### config.mk
export PLATFORM = sky130hd
export DESIGN_NAME = multi_lfsr_word
export DESIGN_NICKNAME = d
export VERILOG_FILES = /design/src/rtl/prng_pkg.sv /design/src/rtl/seed_guard.sv /design/src/rtl/lfsr_lane.sv /design/src/rtl/valid_tracker.sv /design/src/rtl/multi_lfsr_word.sv
export SDC_FILE = /design/constraint.sdc
export NUM_CORES = 1
export LEC_CHECK = 0
export BUFFER_PORTS_ARGS = -buffer_cell sky130_fd_sc_hd__buf_2
export CORE_ASPECT_RATIO = 0.7
export CORE_MARGIN = 5
export CORE_UTILIZATION = 45
export DETAILED_ROUTE_END_ITERATION = 8
export HOLD_SLACK_MARGIN = 0.06
export PLACE_DENSITY_LB_ADDON = 0.12
export REMOVE_ABC_BUFFERS = 1
export SETUP_SLACK_MARGIN = 0.4
export SLEW_MARGIN = 10
export SYNTH_ARGS = -nofsm -noshare
export SYNTH_HDL_FRONTEND = slang
export SYNTH_SLANG_ARGS = --single-unit
### constraint.sdc
create_clock -name clk -period 2.2 [get_ports clk]
set_input_delay 0.66 -clock clk [delete_from_list [all_inputs] [get_ports clk]]
set_output_delay 0.66 -clock clk [all_outputs]
set_load 0.1 [all_outputs]
### src/rtl/prng_pkg.sv
package prng_pkg;

    // What each lane does on the next clock edge.
    typedef enum logic [1:0] {
        OP_HOLD  = 2'd0,
        OP_SEED  = 2'd1,
        OP_SHIFT = 2'd2
    } lane_op_e;

    typedef struct packed {
        logic load;
        logic en;
    } lane_ctl_t;

    localparam int DEF_LANES = 8;
    localparam int DEF_WIDTH = 8;
    localparam logic [7:0] DEF_TAPS = 8'hB8;

    // Load wins over stepping.
    function automatic lane_op_e decode_op(lane_ctl_t c);
        if (c.load)
            return OP_SEED;
        else if (c.en)
            return OP_SHIFT;
        else
            return OP_HOLD;
    endfunction

endpackage

### src/rtl/seed_guard.sv
module seed_guard #(
    parameter int W = 8
) (
    input  logic [W-1:0] seed_in,
    output logic [W-1:0] seed_safe
);
    localparam logic [W-1:0] FILL = W'(1);

    always_comb begin
        seed_safe = (seed_in == '0) ? FILL : seed_in;
    end
endmodule

### src/rtl/lfsr_lane.sv
module lfsr_lane
    import prng_pkg::*;
#(
    parameter int          W    = 8,
    parameter logic [W-1:0] TAPS = W'(8'hB8)
) (
    input  logic         clk,
    input  logic         rst,
    input  lane_op_e     op,
    input  logic [W-1:0] seed,
    output logic [W-1:0] state
);
    localparam logic [W-1:0] START = W'(1);

    logic feedback;

    always_comb begin
        feedback = ^(state & TAPS);
    end

    always_ff @(posedge clk) begin
        if (rst) begin
            state <= START;
        end else begin
            unique case (op)
                OP_SEED:  state <= seed;
                OP_SHIFT: state <= {state[W-2:0], feedback};
                default:  state <= state;
            endcase
        end
    end

    assert_never_zero_R3: assert property (@(posedge clk) disable iff (rst)
        state != '0);

    assert_seed_taken_R2: assert property (@(posedge clk) disable iff (rst)
        (op == OP_SEED) |=> (state == $past(seed)));

    assert_shift_left_R4: assert property (@(posedge clk) disable iff (rst)
        (op == OP_SHIFT) |=> (state[W-1:1] == $past(state[W-2:0])));

    assert_hold_R6: assert property (@(posedge clk) disable iff (rst)
        (op == OP_HOLD) |=> $stable(state));
endmodule

### src/rtl/valid_tracker.sv
module valid_tracker
    import prng_pkg::*;
(
    input  logic     clk,
    input  logic     rst,
    input  lane_op_e op,
    output logic     valid
);
    logic armed;

    always_ff @(posedge clk) begin
        if (rst) begin
            armed <= 1'b0;
            valid <= 1'b0;
        end else begin
            if (op == OP_SEED)
                armed <= 1'b1;
            if (armed && op == OP_SHIFT)
                valid <= 1'b1;
        end
    end

    assert_valid_sticky_R8: assert property (@(posedge clk) disable iff (rst)
        valid |=> valid);

    assert_valid_after_step_R8: assert property (@(posedge clk) disable iff (rst)
        $rose(valid) |-> $past(op == OP_SHIFT));
endmodule

### src/rtl/multi_lfsr_word.sv
module multi_lfsr_word
    import prng_pkg::*;
#(
    parameter int               LANES = DEF_LANES,
    parameter int               WIDTH = DEF_WIDTH,
    parameter logic [WIDTH-1:0] TAPS  = WIDTH'(DEF_TAPS),
    parameter int               PICK  = WIDTH - 1
) (
    input  logic                   clk,
    input  logic                   rst,
    input  logic                   load,
    input  logic                   en,
    input  logic [LANES*WIDTH-1:0] seed_bus,
    output logic [LANES-1:0]       word,
    output logic                   valid
);
    localparam int SEED_W = LANES * WIDTH;

    lane_ctl_t ctl;
    lane_op_e  op;

    always_comb begin
        ctl.load = load;
        ctl.en   = en;
        op       = decode_op(ctl);
    end

    for (genvar i = 0; i < LANES; i++) begin : g_lane
        logic [WIDTH-1:0] raw_seed;
        logic [WIDTH-1:0] safe_seed;
        logic [WIDTH-1:0] lane_state;

        assign raw_seed = seed_bus[i*WIDTH +: WIDTH];

        seed_guard #(.W(WIDTH)) u_guard (
            .seed_in   (raw_seed),
            .seed_safe (safe_seed)
        );

        lfsr_lane #(.W(WIDTH), .TAPS(TAPS)) u_lane (
            .clk   (clk),
            .rst   (rst),
            .op    (op),
            .seed  (safe_seed),
            .state (lane_state)
        );

        assign word[i] = lane_state[PICK];
    end

    valid_tracker u_valid (
        .clk   (clk),
        .rst   (rst),
        .op    (op),
        .valid (valid)
    );

    initial begin
        assert_pick_in_range_R10: assert (PICK >= 0 && PICK < WIDTH && SEED_W == LANES * WIDTH);
    end
endmodule

### Word level (Yosys, flattened, before mapping)

Index checks and enable logic that the tools add are counted.

* register bits: 66
* latch bits: 0
* RAM bits: 0
* memory bits (read-only): 0
* output and inout port bits: 9
* memories: 0

* add/sub/neg operators: 0
* multiply operators: 0
* div/mod/pow operators: 0
* magnitude comparators: 0
* eq/ne operators: 2
* shifts and indexed selects: 0
* mux-type cells: 18
* bitwise operators: 0
* reduce and logical (&&, ||, !) cells: 18

Operator list (number)
* 8-bit case mux with 2 select lines: 8
* 8-bit logical NOT: 8
* 8-bit two-way mux: 8
* 8-bit XOR reduction: 8
* 2-bit two-way mux: 2
* 2-bit by 1-bit == test with 1-bit output (second input constant): 1
* 2-bit == test (second input constant): 1
* 2-bit nonzero test: 1
* 1-bit logical AND: 1

### Depth between registers and ports, before layout

* depth after elaboration: 4
* depth in mapped cells: 5
* gate-level depth less buffers: 3

### By module

From an unflattened synthesis, not the netlist that was laid out.

* cell total of the unflattened synthesis: 417
* area, all modules: 4008.8 µm²

By module, submodules not included
* lfsr_lane: instances 8, cells an instance 41, area an instance 439.2 µm², sequential area each 160.2 µm²
* seed_guard: instances 8, cells an instance 10, area an instance 51.3 µm², sequential area each 0.0 µm²
* valid_tracker: instances 1, cells an instance 8, area an instance 71.3 µm², sequential area each 40.0 µm²
* multi_lfsr_word: instances 1, cells an instance 1, area an instance 13.8 µm², sequential area each 0.0 µm²

### Least setup slack after synthesis

Ideal clock, no wire load.

* path type: register to output
* start point: reg u_valid.valid
* end point: out valid
* arrival: 925 ps
* required time: 1540 ps
* path slack: 615 ps
* stages on the path, launching flop included: 1
* path buffers: 0
* path through: dfxtp_1

RTL lines
* start, declared: RTL line valid_tracker.sv:7 `output logic valid`
* start signal, assigned: RTL line valid_tracker.sv:14 `valid <= 1'b0;`
* start signal, assigned: RTL line valid_tracker.sv:19 `valid <= 1'b1;`
* end, declared: RTL line multi_lfsr_word.sv:15 `output logic valid`

No word-level cell between the ends.

### Final worst setup path

* start point: reg g_lane[4].u_lane.state[7]
* end point: out word[4]

RTL lines
* start, declared: RTL line lfsr_lane.sv:11 `output logic [W-1:0] state`
* start signal, assigned: RTL line lfsr_lane.sv:27 `OP_SHIFT: state <= {state[W-2:0], feedback};`
* start signal, assigned: RTL line lfsr_lane.sv:28 `default: state <= state;`
* end, declared: RTL line multi_lfsr_word.sv:14 `output logic [LANES-1:0] word,`

No word-level cell between the ends.

==> run metrics <==
Post-DP HPWL 6.046 mm; Rel. slew slack 72.11%; Worst EP required approximately 1500 ps; Antenna Nets Post-Route 0; Fin Setup TNS 0 ps; Critical Path AT between 1000 and 1500 ps; GRT Total Usage between 10% and 20%; Seq cells post-synth 66; cell family with most CP delay flip-flops; area grow syn2layout 21.15%; largest family of logic cells by synthesized area simple AND/OR/NAND/NOR gates; r2r setup slk 1020 ps; Max VDD drop 0.0003150 V; Compound-Gate Fraction of Synth Area 13.34%; Tcrit/Tclk final about three quarters; WP buf/inv 1; Max Freq 592.1 MHz; initial antenna violation count 0; initial drt markers between 100 and 150; adder-cell area share of the yosys netlist 0%; total length of routed wires a little over 8 mm; Max-Cap Viols 0; Fin Hold WS 471.5 ps; met3 WL around 550 um; sw power approximately 800 uW; Synth Area in Simple Gates between 10% and 20%; Setup crit start kind flip-flop; synth warn 0; # diodes 0; total grt overflow 0; status finished, final reports clean; M1 wire length between 4 and 5 mm; met2 wire length 3.479 mm; post-CTS sizing 8; pin count of the biggest net entering global routing 53; critical path type flip-flop to output pin; slowest stage delay, CP around 380 ps; initial core utilization 46.87%; first-pass GRT wire length between 10 and 15 mm; Mapped Avg Cell Area approximately 8.7 um2; vias in the first global route 2965; Logic pwr share between 15 and 20%; 1st-pass router iterations 4; Clock Latency Late Sink about 330 ps; top routing layer in use met4; setup bufs post-CTS 0; CTS Buffer Depth 2; vias ~2900; Critical Path End Type output pin; pins over their slew limit 0; pwr/cell area a little over 700 nW/um2; LEAKAGE approximately 1.8 nW; Post-Syn Area around 3500 um2; setup violators final 0; setup slack after placement ~300 ps; Die Ht 83.37 um; clock skew slightly below 5 ps; Synth top area share a little under two fifths; register area share after synthesis a little under two fifths; crit-path cells buf_4; share of layout cells above drive strength 1 between 20 and 30%; Die Area between 9000 and 10000 um2; Syn Inst Count around 400; Sequential Power Share between 40% and 50%; Worst Tran Pin Value roughly 420 ps; fin crit period 1689 ps; post-route setup slack between 500 and 600 ps; WL per Instance about 14 um; Hold Path Class flip-flop to flip-flop; die width 114.8 um; clk sink count 66; port buffer count 76; Post-Synth XOR/XNOR Area under 10%; Int Pwr 2.252 mW; Placer Congestion between 0.8 and 0.9; I/O pin cnt between 70 and 80; CTS tree done; RSZ-0062 raised after global routing no; Unique masters post-synth 24; drt drc 0; largest cells by area after synthesis dfxtp_1 (38%), nand2_1 (10%), mux2_1 (9.1%), a21oi_1 (8.1%), mux2_2 (6.5%); core area 7385 um2; Final Hold Vio Count 0; Post-CTS Hold Buffers 0; slowest CP cell dfxtp_1; clk root buf clkbuf_8; FP Rows 26; # nets final between 500 and 600; post-synthesis mux area share between 15 and 20%; CTS H-tree depth 3; clock slew at reported path FFs approximately 70 ps; clock share of power around two fifths; Worst Path Max Fanout 3; Vias/cell approximately 5.2; post-synth top area cell dfxtp_1; CTS Buf Count 9; Switching Fraction 26.17%
[power groups by stage]
| stage | sequential, mW | combinational (mW) | clock (mW) |
|---|---|---|---|
| floorplan | 1.41 | 0.252 | 0 |
| global placement | 1.35 | 0.536 | 0 |
| detailed placement | 1.35 | 0.540 | 0 |
| CTS | 1.33 | 0.547 | 1.20 |
| global route | 1.34 | 0.601 | 1.26 |
| finish | 1.33 | 0.546 | 1.18 |
[layout make-up]
| cell class | count | area, um2 |
|---|---|---|
| fill | 702 | 3192 |
| timing repair buffer | 94 | 588.1 |
| clock buffer | 12 | 165.2 |
| sequential | 66 | 1321 |
| multi-input combinational | 294 | 1919 |
| inverter | 1 | 3.754 |
| clock inverter | 4 | 72.57 |
| tap | 98 | 122.6 |
[cell usage in the layout (no fill, tap or decap), drive strengths merged, types with 4 or more instances in the layout]
cell type	synthesis	layout
a31oi	5	5
buf	25	93
or3	4	4
a221oi	4	4
nand2b	5	5
clkbuf	11	13
nor4b	4	4
dfxtp	66	66
nor4	8	8
nor3b	4	4
nor2b	4	4
a211oi	8	8
xnor2	24	24
mux2	48	48
nor2	12	12
a21oi	56	56
o211ai	4	4
nand2	96	96
mux2i	8	8
[per-layer routing]
metal  vias up  GRT usage, %
li1       1501             -
met1      1352         25.82
met2        76         26.73
met3         4         5.596
met4         0         4.158
met5         -             0
[state kept, by name (all words and copies together), names as in the netlist]
register and flops:
u_valid.armed 1, u_valid.valid 1, g_lane.u_lane.state 64
[synthesized netlist by cell type, drive strengths merged]
master  count
dfxtp      66
nor4        8
xnor2      24
o211ai      4
nand2      96
clkbuf     11
a21oi      56
a211oi      8
a221oi      4
mux2       48
nor4b       4
a31oi       5
nor2       12
inv         1
or3         4
buf        25
mux2i       8
nor2b       4
nor3b       4
nand2b      5
[logic make-up (layout without fill, tap and decap cells)]
| logic type | after synthesis | count (layout) |
|---|---|---|
| compound gates | 77 | 77 |
| xor+xnor | 24 | 24 |
| buf+inv | 37 | 111 |
| flops | 66 | 66 |
| mux | 56 | 56 |
| simple gates | 137 | 137 |
[worst min-delay path, cell delays in order, from the launching register on]
cell and delay, ps:
dfxtp_1 330, nor2_1 50, nor2_1 70
[final timing paths]
path,depth (start not counted),startpoint,to
worst max-delay path,1,g_lane[4].u_lane.state[7],word[4]
worst min-delay path,2,u_valid.armed,u_valid.armed
worst max register to register,3,g_lane[3].u_lane.state[0],g_lane[3].u_lane.state[0]
worst min register to register,2,u_valid.armed,u_valid.armed
[per-stage QoR]
stage | instances | power (mW) | utilization [%] | cell area [um2]
floorplan | 361 | 1.657 | - | 3244
finish | 569 | 3.050 | 56.78 | 4193
CTS | 569 | 3.077 | 56.74 | 4190
detailed placement | 553 | 1.893 | 53.25 | 3933
global placement | 553 | 1.887 | 53.25 | 3933
global route | 569 | 3.202 | 56.78 | 4193
Power figures use the tool's default switching activity.
